`config.mk`:
```
export PLATFORM = sky130hd
export DESIGN_NAME = ser_reg_port
export DESIGN_NICKNAME = d
export VERILOG_FILES = /design/src/rtl/ser_reg_pkg.sv /design/src/rtl/ser_sync.sv /design/src/rtl/ser_rst_detect.sv /design/src/rtl/ser_regfile.sv /design/src/rtl/ser_reg_port.sv
export SDC_FILE = /design/constraint.sdc
export NUM_CORES = 1
export LEC_CHECK = 0
export CORE_MARGIN = 2
export CORE_UTILIZATION = 50
export CTS_BUF_LIST = sky130_fd_sc_hd__clkbuf_4 sky130_fd_sc_hd__clkbuf_8
export CTS_CLUSTER_DIAMETER = 100
export DETAILED_ROUTE_END_ITERATION = 16
export GPL_TIMING_DRIVEN = 0
export PLACE_DENSITY_LB_ADDON = 0.15
export SLEW_MARGIN = 20
export SYNTH_ARGS = -nofsm -noshare
export SYNTH_HDL_FRONTEND = slang
export SYNTH_SLANG_ARGS = --single-unit
```
`constraint.sdc`:
```
create_clock -name clk -period 4.06 [get_ports clk]
set_input_delay 0.609 -clock clk [delete_from_list [all_inputs] [get_ports clk]]
set_output_delay 0.609 -clock clk [all_outputs]
set_load 0.005 [all_outputs]
```
`src/rtl/ser_reg_pkg.sv`:
```
package ser_reg_pkg;

    localparam int WORD_W  = 24;
    localparam int FRAME_W = 32;
    localparam int CMD_W   = 8;

    localparam logic [5:0] A_IOP = 6'h01;
    localparam logic [5:0] A_CHK = 6'h05;
    localparam logic [5:0] A_ZSC = 6'h06;
    localparam logic [5:0] A_DAT = 6'h08;
    localparam logic [5:0] A_STA = 6'h20;
    localparam logic [5:0] A_SET = 6'h28;
    localparam logic [5:0] A_CTM = 6'h30;
    localparam logic [5:0] A_STR = 6'h38;

    localparam logic [23:0] ZSC_DEF  = 24'h800000;
    localparam logic [7:0]  CTM_DEF  = 8'h91;
    localparam logic [7:0]  STA_STEP = 8'h20;

    typedef enum logic [1:0] {PH_CMD, PH_WR, PH_RD, PH_STR} phase_e;

    typedef enum logic [3:0] {
        K_NONE, K_IOP, K_CHK, K_ZSC, K_DAT, K_STA, K_SET, K_CTM, K_STR
    } kind_e;

    typedef struct packed {
        logic       ext;
        logic       rnw;
        logic [5:0] addr;
    } cmd_t;

    function automatic logic in_bank(logic [5:0] a, logic [5:0] base, int nch);
        return (a[5:2] == base[5:2]) && (int'(a[1:0]) < nch);
    endfunction

    function automatic kind_e decode(logic [5:0] a, logic rnw, int nch);
        if (a == A_IOP)              return K_IOP;
        if (a == A_CHK)              return K_CHK;
        if (a == A_ZSC)              return K_ZSC;
        if (in_bank(a, A_DAT, nch))  return K_DAT;
        if (in_bank(a, A_STA, nch))  return K_STA;
        if (in_bank(a, A_SET, nch))  return K_SET;
        if (in_bank(a, A_CTM, nch))  return K_CTM;
        if (rnw && in_bank(a, A_STR, nch)) return K_STR;
        return K_NONE;
    endfunction

    function automatic int kind_bits(kind_e k);
        case (k)
            K_CHK:        return 16;
            K_ZSC, K_DAT: return WORD_W;
            K_STR:        return FRAME_W;
            default:      return 8;
        endcase
    endfunction

    function automatic logic kind_wr(kind_e k);
        return (k == K_IOP) || (k == K_CHK) || (k == K_ZSC) ||
               (k == K_SET) || (k == K_CTM);
    endfunction

    function automatic logic [7:0] sta_of(logic [1:0] ch);
        return 8'(STA_STEP * ch);
    endfunction

    // Left-justify a register value of the given width in a frame word.
    function automatic logic [FRAME_W-1:0] lalign(logic [WORD_W-1:0] w, int bits);
        case (bits)
            8:       return {w[7:0], 24'h0};
            16:      return {w[15:0], 16'h0};
            default: return {w, 8'h0};
        endcase
    endfunction

endpackage

```
`src/rtl/ser_sync.sv`:
```
module ser_sync #(
    parameter int STAGES = 2
) (
    input  logic clk,
    input  logic rst,
    input  logic cs_n,
    input  logic sclk,
    input  logic din,
    output logic cs_act,
    output logic din_s,
    output logic rise,
    output logic fall
);
    localparam int         NSIG  = 3;
    localparam logic [2:0] RST_V = 3'b110;   // cs_n, sclk idle high; din low

    logic [NSIG-1:0] raw;
    logic [NSIG-1:0] synced;
    logic            sclk_prev;

    assign raw = {cs_n, sclk, din};

    for (genvar g = 0; g < NSIG; g++) begin : g_sync
        logic [STAGES-1:0] q;
        always_ff @(posedge clk) begin
            if (rst) q <= {STAGES{RST_V[g]}};
            else     q <= {q[STAGES-2:0], raw[g]};
        end
        assign synced[g] = q[STAGES-1];
    end

    always_ff @(posedge clk) begin
        if (rst) sclk_prev <= 1'b1;
        else     sclk_prev <= synced[1];
    end

    assign cs_act = !synced[2];
    assign din_s  = synced[0];
    assign rise   = cs_act &&  synced[1] && !sclk_prev;
    assign fall   = cs_act && !synced[1] &&  sclk_prev;
endmodule

```
`src/rtl/ser_rst_detect.sv`:
```
module ser_rst_detect #(
    parameter int RUN = 32
) (
    input  logic clk,
    input  logic rst,
    input  logic rise,
    input  logic din,
    output logic hit
);
    localparam int CW = $clog2(RUN + 1);

    logic [CW-1:0] ones_q;

    assign hit = rise && din && (ones_q == CW'(RUN - 1));

    always_ff @(posedge clk) begin
        if (rst) begin
            ones_q <= '0;
        end else if (rise) begin
            if (!din || hit) ones_q <= '0;
            else             ones_q <= ones_q + 1'b1;
        end
    end
endmodule

```
`src/rtl/ser_regfile.sv`:
```
module ser_regfile
    import ser_reg_pkg::*;
#(
    parameter int NCH = 4
) (
    input  logic                  clk,
    input  logic                  rst,
    input  logic                  soft_rst,
    input  logic                  wr_en,
    input  kind_e                 wr_kind,
    input  logic [1:0]            wr_ch,
    input  logic [WORD_W-1:0]     wr_data,
    input  kind_e                 rd_kind,
    input  logic [1:0]            rd_ch,
    input  logic [NCH*WORD_W-1:0] conv_data,
    output logic [WORD_W-1:0]     rd_word
);
    logic [7:0]        iop_q;
    logic [15:0]       chk_q;
    logic [WORD_W-1:0] zsc_q;
    logic [7:0]        set_q [NCH];
    logic [7:0]        ctm_q [NCH];

    always_ff @(posedge clk) begin
        if (rst || soft_rst) begin
            iop_q <= '0;
            chk_q <= '0;
            zsc_q <= ZSC_DEF;
            for (int c = 0; c < NCH; c++) begin
                set_q[c] <= '0;
                ctm_q[c] <= CTM_DEF;
            end
        end else if (wr_en) begin
            case (wr_kind)
                K_IOP:   iop_q <= wr_data[7:0];
                K_CHK:   chk_q <= wr_data[15:0];
                K_ZSC:   zsc_q <= wr_data;
                K_SET:   set_q[wr_ch] <= wr_data[7:0];
                K_CTM:   ctm_q[wr_ch] <= wr_data[7:0];
                default: ;
            endcase
        end
    end

    always_comb begin
        case (rd_kind)
            K_IOP:   rd_word = {16'h0, iop_q};
            K_CHK:   rd_word = {8'h0, chk_q};
            K_ZSC:   rd_word = zsc_q;
            K_DAT:   rd_word = conv_data[int'(rd_ch)*WORD_W +: WORD_W];
            K_STA:   rd_word = {16'h0, sta_of(rd_ch)};
            K_SET:   rd_word = {16'h0, set_q[rd_ch]};
            K_CTM:   rd_word = {16'h0, ctm_q[rd_ch]};
            default: rd_word = '0;
        endcase
    end
endmodule

```
`src/rtl/ser_reg_port.sv`:
```
module ser_reg_port
    import ser_reg_pkg::*;
#(
    parameter int NCH         = 4,
    parameter int SYNC_STAGES = 2,
    parameter int RESET_RUN   = 32
) (
    input  logic                  clk,
    input  logic                  rst,
    input  logic                  cs_n,
    input  logic                  sclk,
    input  logic                  din,
    input  logic [NCH*WORD_W-1:0] conv_data,
    output logic                  dout,
    output logic                  dout_en
);
    localparam int CNT_W = $clog2(FRAME_W);

    logic              cs_act, din_s, rise, fall, soft_rst;
    phase_e            phase_q;
    logic [CNT_W-1:0]  cnt_q, len_q;
    logic [WORD_W-1:0] rx_q;
    logic [FRAME_W-1:0] tx_q;
    logic              dout_q;
    kind_e             kind_q;
    logic [1:0]        ch_q;

    cmd_t              cmd;
    kind_e             cmd_kind;
    logic [WORD_W-1:0] rd_word;
    logic [FRAME_W-1:0] frame_new, frame_hold;
    logic              wr_en;
    logic [WORD_W-1:0] wr_data;

    ser_sync #(.STAGES(SYNC_STAGES)) i_sync (
        .clk(clk), .rst(rst), .cs_n(cs_n), .sclk(sclk), .din(din),
        .cs_act(cs_act), .din_s(din_s), .rise(rise), .fall(fall)
    );

    ser_rst_detect #(.RUN(RESET_RUN)) i_rdet (
        .clk(clk), .rst(rst), .rise(rise), .din(din_s), .hit(soft_rst)
    );

    // Command byte as it completes on the eighth rising edge.
    assign cmd      = cmd_t'({rx_q[CMD_W-2:0], din_s});
    assign cmd_kind = decode(cmd.addr, cmd.rnw, NCH);

    assign frame_new  = {sta_of(cmd.addr[1:0]),
                         conv_data[int'(cmd.addr[1:0])*WORD_W +: WORD_W]};
    assign frame_hold = {sta_of(ch_q), conv_data[int'(ch_q)*WORD_W +: WORD_W]};

    assign wr_data = {rx_q[WORD_W-2:0], din_s};
    assign wr_en   = rise && !soft_rst && (phase_q == PH_WR) &&
                     (cnt_q == len_q) && kind_wr(kind_q);

    ser_regfile #(.NCH(NCH)) i_regs (
        .clk(clk), .rst(rst), .soft_rst(soft_rst),
        .wr_en(wr_en), .wr_kind(kind_q), .wr_ch(ch_q), .wr_data(wr_data),
        .rd_kind(cmd_kind), .rd_ch(cmd.addr[1:0]),
        .conv_data(conv_data), .rd_word(rd_word)
    );

    always_ff @(posedge clk) begin
        if (rst || soft_rst) begin
            phase_q <= PH_CMD;
            cnt_q   <= '0;
            len_q   <= '0;
            rx_q    <= '0;
            tx_q    <= '0;
            dout_q  <= 1'b0;
            kind_q  <= K_NONE;
            ch_q    <= '0;
        end else if (!cs_act) begin
            phase_q <= PH_CMD;
            cnt_q   <= '0;
            dout_q  <= 1'b0;
        end else begin
            if (rise) begin
                rx_q  <= wr_data;
                cnt_q <= cnt_q + 1'b1;
                case (phase_q)
                    PH_CMD: begin
                        if (cnt_q == CNT_W'(CMD_W - 1)) begin
                            cnt_q <= '0;
                            if (!cmd.ext) begin
                                kind_q <= cmd_kind;
                                ch_q   <= cmd.addr[1:0];
                                len_q  <= CNT_W'(kind_bits(cmd_kind) - 1);
                                if (!cmd.rnw) begin
                                    phase_q <= PH_WR;
                                end else if (cmd_kind == K_STR) begin
                                    phase_q <= PH_STR;
                                    tx_q    <= frame_new;
                                end else begin
                                    phase_q <= PH_RD;
                                    tx_q    <= lalign(rd_word, kind_bits(cmd_kind));
                                end
                            end
                        end
                    end
                    PH_WR, PH_RD: begin
                        if (cnt_q == len_q) begin
                            phase_q <= PH_CMD;
                            cnt_q   <= '0;
                        end
                    end
                    PH_STR: begin
                        if (cnt_q == len_q) begin
                            cnt_q <= '0;
                            if (din_s) phase_q <= PH_CMD;
                            else       tx_q    <= frame_hold;
                        end
                    end
                    default: phase_q <= PH_CMD;
                endcase
            end
            if (fall) begin
                if (phase_q == PH_RD || phase_q == PH_STR) begin
                    dout_q <= tx_q[FRAME_W-1];
                    tx_q   <= {tx_q[FRAME_W-2:0], 1'b0};
                end else begin
                    dout_q <= 1'b0;
                end
            end
        end
    end

    assign dout    = dout_q;
    assign dout_en = cs_act;
endmodule

```
Word level (Yosys, flattened, before mapping)
Memory sizes are Yosys's and may differ from the RTL's. Cells that the tools add are included.

Output and inout port bits: 2. Logic and storage cells: 211. Memory bits (writable): 64. Memories kept: 2. Input bits: 101. Bits in registers: 135.

Memory list: i_regs.ctm_q (depth 4, width 8, read ports 1, clocked after memory_dff 0, write ports 4, RTL line ser_regfile.sv:22) `logic [7:0] ctm_q [NCH];`; i_regs.set_q (depth 4, width 8, read ports 1, clocked after memory_dff 0, write ports 4, RTL line ser_regfile.sv:21) `logic [7:0] set_q [NCH];`.

$mul: 2. $add $sub $neg: 3. Equality and inequality tests: 34. Multiplexer cells: 114. Bitwise gates (word level): 2. Reductions and logical operators: 36. Shift operators: 2.

Operator list (number): $mux W32 (17); $pmux W24 S7 (1); $pmux W32 S2 (2); $shiftx A96 B32 Y24 (1); $shiftx A96 B8 Y24 (1); $mux W4 (21); $mux W1 (50); $mux W5 (8); $eq A32 B4 Y1 const B (1); $eq A32 B5 Y1 const B (1); $eq A4 B3 Y1 const B (6); $eq A4 B2 Y1 const B (5); $eq A4 B4 Y1 const B (5); $pmux W5 S2 (2); $mux W2 (8); $mux W8 (2); $reduce_or A8 Y1 (2); $pmux W5 S3 (1); $eq A6 B3 Y1 const B (2); $logic_and A1 B1 Y1 (11); $eq A4 B1 Y1 const B (2); $mul A2 B2 Y4 const B (2); $ne A2 B2 Y1 const B (4); $reduce_and A2 Y1 (4); other kinds (20) (34).

Logic depth before layout (Yosys ltp)
Gate-level depths: netlist (run 1).

Depth after elaboration: 59. Depth in mapped cells: 10. Mapped depth without buffers: 8.

By module
Synthesis (run 1) repeated with hierarchy kept, for this count alone.

Cells, all modules: 1203. Area, all modules: 11911.4 um^2.

By module, submodules not included: ser_regfile (area an instance 5952.0 um^2, sequential area each 2882.8 um^2, cells an instance 520, instances 1); ser_reg_port (area an instance 5431.5 um^2, sequential area each 1441.4 um^2, cells an instance 631, instances 1); ser_rst_detect (area an instance 325.3 um^2, sequential area each 120.1 um^2, cells an instance 35, instances 1); ser_sync (area an instance 202.7 um^2, sequential area each 140.1 um^2, cells an instance 17, instances 1).

Least setup slack after synthesis (run 1)
OpenSTA, ideal clock, no wires.

Path type: register to register. Start: register cnt_q[2]. End: memory i_regs.ctm_q[1][0], enable pin. Library setup time: 0.384 ns. Arrival time: 2.700 ns. Required time: 3.676 ns. Setup slack: 0.976 ns. Path buffers: 2. Cell stages (with the launch flop): 8. Clock period less this slack: 3.084 ns. Cells stage by stage: dfxtp_1 buf_2 or4_4 a211oi_4 nand4_4 or3_1 buf_2 o21ai_0.

RTL lines: start: declaration (RTL line ser_reg_port.sv:21) `logic [CNT_W-1:0] cnt_q, len_q;`; start signal: assignment (RTL line ser_reg_port.sv:80) `cnt_q <= cnt_q + 1'b1;`; end: declaration (RTL line ser_regfile.sv:22).

Final worst setup path (run 1)
Start: register i_sync.g_sync[0].q[1]. End: register tx_q[13].

Cells in the longest elaborated chain, start to end: 42. Elaborated cells on any way between the ends: 68. Classes of those cells: mul: 1; eq/ne: 13; shift: 1; mux: 47; reduce/logical: 4; memory: 2.

RTL lines: start: declaration (RTL line ser_sync.sv:24) `logic [STAGES-1:0] q;`; start signal: assignment (RTL line ser_sync.sv:26) `if (rst) q <= {STAGES{RST_V[g]}};`; start signal: assignment (RTL line ser_sync.sv:27) `else q <= {q[STAGES-2:0], raw[g]};`; $eq A6 B3 Y1 (RTL line ser_reg_pkg.sv:38) `if (a == A_CHK) return K_CHK;`; $mux W4 (RTL line ser_reg_pkg.sv:38); $mux W4 (2 in series) (RTL line ser_reg_pkg.sv:39) `if (a == A_ZSC) return K_ZSC;`; $mux W4 (RTL line ser_reg_pkg.sv:38); $mux W4 (2 in series) (RTL line ser_reg_pkg.sv:40) `if (in_bank(a, A_DAT, nch)) return K_DAT;`; $mux W4 (RTL line ser_reg_pkg.sv:39); $mux W4 (RTL line ser_reg_pkg.sv:38); $mux W4 (RTL line ser_reg_pkg.sv:41) `if (in_bank(a, A_STA, nch)) return K_STA;`; [24 not listed]; $mux W32 (RTL line ser_reg_port.sv:91) `end else if (cmd_kind == K_STR) begin`; $mux W32 (RTL line ser_reg_port.sv:89) `if (!cmd.rnw) begin`; $mux W32 (RTL line ser_reg_port.sv:85) `if (!cmd.ext) begin`; $mux W32 (RTL line ser_reg_port.sv:83) `if (cnt_q == CNT_W'(CMD_W - 1)) begin`; $pmux W32 S2 (RTL line ser_reg_port.sv:81) `case (phase_q)`; $mux W32 (RTL line ser_reg_port.sv:78) `if (rise) begin`; $mux W32 (RTL line ser_reg_port.sv:118) `if (phase_q == PH_RD || phase_q == PH_STR) begin`; $mux W32 (RTL line ser_reg_port.sv:117) `if (fall) begin`; end signal: assignment (RTL line ser_reg_port.sv:93) `tx_q <= frame_new;`; end signal: assignment (RTL line ser_reg_port.sv:96) `tx_q <= lalign(rd_word, kind_bits(cmd_kind));`; end signal: assignment (RTL line ser_reg_port.sv:120) `tx_q <= {tx_q[FRAME_W-2:0], 1'b0};`; end: declaration (RTL line ser_reg_port.sv:23) `logic [FRAME_W-1:0] tx_q;`.

Several ways; a longest one is shown, not always the timed one. The select of a mux whose other input is x is not followed. A chain may end at the register's enable or synchronous reset.

==> results of run 1 <==
## layout by cell type (no fill, tap or decap), drive strengths merged, types with 11 or more instances in the layout
master,synthesis,final
a21oi,100,100
o21ai,35,35
edfxtp,64,64
nand2b,21,21
clkbuf,71,88
dfxtp,133,133
nor3,19,19
o221ai,11,11
buf,21,21
nor2,64,64
o22ai,13,13
a22o,12,12
and2,48,48
clkdlybuf4s50,0,102
a22oi,35,35
nand2,206,206
inv,6,13
mux4,64,64
nand3,15,15
## logic make-up after synthesis
logic type,count (synthesis),share of synthesized area (%)
and+or+nand+nor,443,20.1
AOI/OAI and AO/OA,297,18.4
DFF,197,42.5
buffers and inverters,101,3.69
muxes,73,14.2
adders and majority gates,6,0.695
xor gates and xnor gates,5,0.406
## cells in the mapped netlist, types with 8 or more instances
master / n
mux2i_1: 9
or3_1: 8
or2_2: 8
nand3_1: 15
o22ai_1: 13
o21ai_0: 31
a22o_1: 12
nor2_1: 64
nor4_1: 9
buf_2: 12
o221ai_1: 11
buf_1: 8
dfxtp_1: 133
a221oi_1: 9
nor3_1: 16
nand2b_1: 21
mux4_2: 64
edfxtp_1: 64
a31oi_1: 9
nand4_1: 8
and2_1: 46
nand2_1: 206
clkbuf_1: 71
a22oi_1: 35
a21oi_1: 100
## final cells by class
class	count	area (um2)
fillers	1852	8410
multi-input cells	824	5840
flip-flops and latches	197	4580
repair buffers	104	1040
plain buffers	92	383
well taps	275	344
clock buffers	17	234
clock inverters	15	219
inverters	9	33.8
## power by group
group / total (mW) / internal, mW / switching, mW
Sequential: 2.08 / 2.06 / 0.0151
Clock: 1.44 / 0.597 / 0.846
Combinational: 0.317 / 0.165 / 0.153
## worst min path at each step
stage / from / to / slack, ns / depth (start not counted)
6_report: i_sync.g_sync[1].q[0]$_SDFF_PP1_ / i_sync.g_sync[1].q[1]$_SDFF_PP1_ / 0.43 / 1
5_1_grt: i_sync.g_sync[2].q[0]$_SDFF_PP1_ / i_sync.g_sync[2].q[1]$_SDFF_PP1_ / 0.44 / 1
4_1_cts: i_sync.g_sync[1].q[0]$_SDFF_PP1_ / i_sync.g_sync[1].q[1]$_SDFF_PP1_ / 0.44 / 1
3_5_place_dp: i_sync.g_sync[2].q[0]$_SDFF_PP1_ / i_sync.g_sync[2].q[1]$_SDFF_PP1_ / 0.40 / 1
3_3_place_gp: i_sync.g_sync[2].q[0]$_SDFF_PP1_ / i_sync.g_sync[2].q[1]$_SDFF_PP1_ / 0.40 / 1
2_1_floorplan: i_sync.g_sync[1].q[0]$_SDFF_PP1_ / i_sync.g_sync[1].q[1]$_SDFF_PP1_ / 0.39 / 1
## stage by stage
stage          TNS, ns  cells  area, um2  utilization (%)  setup WS (ns)
4_1_cts              0   1533      12700             60.1        0.00211
5_1_grt              0   1533      12700             60.1        0.00512
3_3_place_gp     -6.69   1499      12200             57.7         -0.419
2_1_floorplan        0   1122      10800                -          0.976
6_report             0   1533      12700             60.1         0.0957
3_5_place_dp    -0.469   1501      12200             57.9        -0.0958
## critical path: cells and delay by family, from the launching register on
family                 cells  cell delay, ns
multiplexers               1            0.63
buffers and inverters      3            1.45
AND/OR/NAND/NOR            2            0.35
flip-flops                 1            0.85
AO/OA/AOI/OAI              2            0.53
## metal layers
metal	GRT usage (%)	part of all wire (%)
met5	0	0
met4	16.6	4.1
met3	9.40	12
met2	54.5	44
met1	49.2	40
## registers in the layout, indices dropped and copies added (netlist names)
| register | cells |
|---|---|
| ch_q | 2 |
| cnt_q | 5 |
| dout | 1 |
| i_rdet.ones_q | 6 |
| i_regs.chk_q | 16 |
| i_regs.ctm_q | 32 |
| i_regs.iop_q | 8 |
| i_regs.set_q | 32 |
| i_regs.zsc_q | 24 |
| i_sync.g_sync.q | 6 |
| i_sync.sclk_prev | 1 |
| kind_q | 4 |
| len_q | 3 |
| phase_q | 2 |
| rx_q | 23 |
| tx_q | 32 |
## repair_timing
item,4_1_cts,5_1_grt
endpoints found under the setup margin,17,13
hold buffers,0,0
gates resized for setup,4,7
pin swaps,0,0
==> summary.txt, run 1 <==
Run status
  – Outcome: finished clean

Power
  – Leak: roughly 4.0 nW
  – Cell Pwr Density: 303 nW/um2
  – Max VDD drop: about 0.21 mV
  – Power after layout: between 3 and 4 mW

Finish
  – Nets: between 1k and 1.5k
  – Share of layout cells above drive strength 1: a little under an eighth
  – # diodes: 0
  – Area Growth Syn to Fin: 17.4%

Synthesis
  – Syn_area_per_cell: around 9.6 um2
  – Area fraction of the dominant cell type after synthesis: approximately 25%
  – Post-synth EDFFs: 64
  – Synth Instances: between 1k and 1.5k
  – Seq/Total Area, Yosys: roughly 42%
  – Register bit count reported by yosys: ~200
  – Asr flop ratio synth: 0%
  – Synth top area cells: dfxtp_1 (25%), edfxtp_1 (18%), mux4_2 (13%)
  – Mapped cell area: between 10000 and 15000 um2
  – Mapped Nets: ~1.2k
  – Yosys cell types: 74
  – Ys flop type: dfxtp_1
  – Synth area leader: dfxtp_1
  – Synth warnings: 0

Worst setup path
  – Crit path launch type: register
  – Slowest CP cell: dfxtp_1
  – Worst Setup End Kind: register
  – Slowest stage delay, CP: ~0.85 ns
  – Setup slack, reg-to-reg: between 0.09 and 0.1 ns
  – CP dominant cell by count: buf_2
  – Critical Path AT: 4.31 ns
  – Crit path capture: tx_q[13]$_SDFFE_PP0N_
  – Crit path from: i_sync.g_sync[0].q[1]$_SDFF_PP0_
  – Critical-path cell list: buf_2, buf_2, buf_2, mux4_2, nand2_1, nand4_1, a222oi_1, o22ai_1
  – Critical Path Fanout Max: 10
  – CP Class: reg2reg
  – Worst Path Required: about 4.4 ns
  – Worst R2R Path Depth: 8
  – Reg2Reg Launch Point: i_sync.g_sync[0].q[1]$_SDFF_PP0_
  – Reg-to-reg endpoint: tx_q[13]$_SDFFE_PP0N_

Detailed routing
  – Initial DRC count: about 1.3k
  – Drc violations: 0
  – ANT nets after route: 0
  – Routed WL per cell: around 27 um
  – Via/cell ratio: between 6 and 7
  – Vias: between 10k and 15k
  – Initial DRT Pass Iterations: 6
  – Final wirelength: around 40 mm

STA
  – Final setup vio count: 0
  – Slew HR: 20.5%
  – F_max: approximately 250 MHz
  – Final hold vios: 0
  – Min cycle time layout: roughly 4.0 ns
  – Fin. max-slew vios: 0
  – Clk_skew: between 0.015 and 0.02 ns
  – RSZ-0062 raised after global routing: false
  – Fin Hold WS: 0.433 ns
  – Period utilization: just under 100%
  – Worst Tran Pin Value: between 1 and 1.5 ns

CTS
  – Clk slew on worst S/H paths: approximately 0.12 ns
  – Clk sinks: 197
  – CTS root buf: clkbuf_8
  – Clock buffer depth: 2
  – Post-CTS setup buffers: 0
  – TritonCTS clock tree: yes
  – Total CTS buffers: 17
  – H-tree depth: 4
  – Clock insertion delay at the later pin of the skew report: approximately 0.50 ns

Floorplan
  – Die Wd: 151 um
  – Core Rows: 53
  – Die H: around 150 um
  – CORE AREA: roughly 21000 um2
  – Initial core utilization: between 50% and 60%
  – I/O pins: approximately 100
  – Die ar.: about 23000 um2

Placed design
  – IO buf count: 102
  – GPL Wtd Cong: approximately 1.0
  – DP HPWL: about 30 mm

GRT
  – Largest net degree at the start of global routing: 22
  – Vias in the first global route: about 9.4k
  – Global-route wire length before repair: between 50 and 60 mm
  – Overflow after GRT: 0
  – Initial antenna violation count: 0
  – GRT Overall Usage: 36.2%

Flow run
  – Max-cap violation count: 0

Worst hold path
  – HP Class: reg2reg
(Power assumes the default switching activity.)
==> run 2: changes to the inputs <==
--- a/config.mk
+++ b/config.mk
@@ -6,12 +6,13 @@
 export NUM_CORES = 1
 export LEC_CHECK = 0
 export CORE_MARGIN = 2
-export CORE_UTILIZATION = 50
+export CORE_UTILIZATION = 55
 export CTS_BUF_LIST = sky130_fd_sc_hd__clkbuf_4 sky130_fd_sc_hd__clkbuf_8
 export CTS_CLUSTER_DIAMETER = 100
 export DETAILED_ROUTE_END_ITERATION = 16
 export GPL_TIMING_DRIVEN = 0
 export PLACE_DENSITY_LB_ADDON = 0.15
+export SKIP_CTS_REPAIR_TIMING = 1
 export SLEW_MARGIN = 20
 export SYNTH_ARGS = -nofsm -noshare
 export SYNTH_HDL_FRONTEND = slang
==> run 2 against run 1 <==
Fmax shrank 0.72%. Sequential share of layout area is essentially flat. Clock skew increased by 0.0098 ns. Final area decreased by 0.12%. Clock power hardly changed. Count of clock-buffer cells in the layout did not move. Register-to-register slack got worse by 0.03 ns. Global-route usage increased by 1.3 points. Power is 0.25% lower. Critical path depth is the same. Highest routed layer unchanged.
==> summary.txt, run 2 (synthesis gave the netlist of run 1 again) <==
Worst setup path
  – Critical Path Fanout Max: 10
  – Critical-path cell list: clkbuf_1, clkbuf_1, clkbuf_1, mux4_2, a22oi_1, nand3_1, a211oi_1, o221ai_1
  – Worst Setup End Kind: register
  – Worst R2R Path Depth: 8
  – Slowest CP cell: clkbuf_1
  – Worst path bufs/invs: 3
  – Worst Path Required: around 4.4 ns
  – Reg2Reg Launch Point: rx_q[0]$_SDFFE_PP0P_
  – Critical Path AT: 4.36 ns
  – Reg-to-reg endpoint: tx_q[10]$_SDFFE_PP0N_
  – Crit path launch type: register
  – CP delay by family, top: buffers and inverters
  – Setup slack, reg-to-reg: around 0.067 ns
  – CP Class: reg2reg
  – Slowest stage delay, CP: around 0.73 ns
  – CP dominant cell by count: clkbuf_1

Placed design
  – IO buf count: roughly 100
  – DP Area: between 10000 and 15000 um2
  – Pre-CTS WS: -0.147 ns
  – DP HPWL: 28.8 mm
  – GPL Wtd Cong: about 1

Floorplan
  – Die Wd: ~140 um
  – Initial core utilization: approximately 56%
  – Die ar.: a little over 20000 um2
  – I/O pins: 103
  – CORE AREA: 19300 um2
  – Core Rows: 51
  – Die H: roughly 140 um

CTS
  – CTS root buf: clkbuf_8
  – H-tree depth: 4
  – Total CTS buffers: 17
  – TritonCTS clock tree: yes
  – Clock insertion delay at the later pin of the skew report: 0.52 ns
  – Clock buffer depth: 2
  – Clk slew on worst S/H paths: between 0.1 and 0.15 ns
  – Clk sinks: 197

STA
  – Worst Tran Pin Value: about 1.1 ns
  – Final hold vios: 0
  – RSZ-0062 raised after global routing: false
  – Clk_skew: between 0.02 and 0.03 ns
  – F_max: approximately 250 MHz
  – Final setup vio count: 0
  – Fin. max-slew vios: 0
  – Slew HR: a little over a quarter
  – Period utilization: between 90% and 100%
  – Min cycle time layout: between 3 and 4 ns
  – Worst setup margin: about 0.067 ns

Finish
  – Area Growth Syn to Fin: 17.3%
  – Nets: 1354
  – # diodes: 0
  – Commonest cells after routing, fill and taps aside: nand2_1 (206), dfxtp_1 (133), clkdlybuf4s50_1 (102), a21oi_1 (100), clkbuf_1 (70)
  – Most common cell after layout, fill and taps aside: nand2_1
  – Design area: ~13000 um2
  – Fillers: between 1.5k and 2k
  – Share of layout cells above drive strength 1: about 11%
  – Top Registers: i_regs.ctm_q: 32 flops, i_regs.set_q: 32 flops, tx_q: 32 flops

Power
  – Clk pwr share: approximately 38%
  – Switch Pwr: roughly 1.1 mW
  – Cell Pwr Density: just over 300 nW/um2
  – Part of the power in combinational logic: between 8 and 9%
  – Sw Share: ~28%
  – Max VDD drop: about 0.23 mV
  – Reg power frac: a little over half
  – Leak: approximately 4.0 nW
  – Pint: between 2 and 3 mW

Detailed routing
  – Final wirelength: 38.4 mm
  – Via/cell ratio: around 6.7
  – ANT nets after route: 0
  – Initial DRT Pass Iterations: 6
  – Drc violations: 0
  – Routed WL per cell: around 25 um
  – Vias: roughly 10k
  – Initial DRC count: roughly 1.4k

Flow run
  – Max-cap violation count: 0

GRT
  – Vias in the first global route: approximately 9.3k
  – Global-route wire length before repair: 56.5 mm
  – GRT Overall Usage: a little under two fifths
  – Largest net degree at the start of global routing: 26
  – Overflow after GRT: 0
  – Initial antenna violation count: 0

Worst hold path
  – HP Class: reg2reg
  – Hold depth: 1
  – HP Start: i_sync.g_sync[1].q[0]$_SDFF_PP1_
  – Hold Path Sink: i_sync.g_sync[1].q[1]$_SDFF_PP1_

Run status
  – Outcome: finished clean
[run 2: through the flow]
stage | hold WS (ns) | TNS [ns] | cells | total power, mW | utilization [%]
after floorplan | 0.389 | 0 | 1122 | 2.25 | -
after global placement | 0.401 | -2.38 | 1489 | 2.42 | 62.8
after detailed placement | 0.394 | -0.147 | 1493 | 2.43 | 63.1
after CTS | 0.423 | -0.183 | 1525 | 3.82 | 65.4
after global routing | 0.428 | 0 | 1525 | 3.93 | 65.5
final | 0.422 | 0 | 1525 | 3.83 | 65.5
[run 2: per-layer routing]
| metal | track usage (%) | up-vias | wire, um |
|---|---|---|---|
| met5 | 0 | - | 0 |
| met4 | 17.3 | 0 | 1830 |
| met3 | 8.48 | 118 | 4410 |
| met2 | 58.0 | 690 | 17200 |
| met1 | 50.5 | 4891 | 15000 |
| li1 | - | 4453 | - |
[run 2: worst max path at each step]
stage	from	end	cells past startpoint
floorplan	cnt_q[2]$_SDFFE_PP0P_	i_regs.ctm_q[1][0]$_SDFFCE_PN1P_	7
global placement	ch_q[0]$_SDFFE_PP0P_	i_regs.ctm_q[3][2]$_DFFE_PP_	5
detailed placement	rx_q[0]$_SDFFE_PP0P_	tx_q[12]$_SDFFE_PP0N_	9
CTS	rx_q[0]$_SDFFE_PP0P_	tx_q[12]$_SDFFE_PP0N_	9
global route	rx_q[0]$_SDFFE_PP0P_	tx_q[10]$_SDFFE_PP0N_	8
finish	rx_q[0]$_SDFFE_PP0P_	tx_q[10]$_SDFFE_PP0N_	8
[run 2: power by group through the flow]
stage / sequential, mW / clock, mW / combinational, mW
after global routing: 2.08 / 1.52 / 0.323
after detailed placement: 2.12 / 0 / 0.304
after global placement: 2.12 / 0 / 0.299
after floorplan: 2.12 / 0 / 0.133
final: 2.08 / 1.44 / 0.312
after CTS: 2.08 / 1.44 / 0.306
[run 2: final cells by class]
cell class / count / area [um2] / area share (%)
multi-input combinational: 824 / 5840 / 46.1
sequential: 197 / 4580 / 36.2
timing repair buffer: 106 / 1050 / 8.26
buffer: 92 / 367 / 2.90
tap: 265 / 332 / 2.62
clock buffer: 17 / 234 / 1.85
clock inverter: 15 / 223 / 1.76
inverter: 9 / 33.8 / 0.267
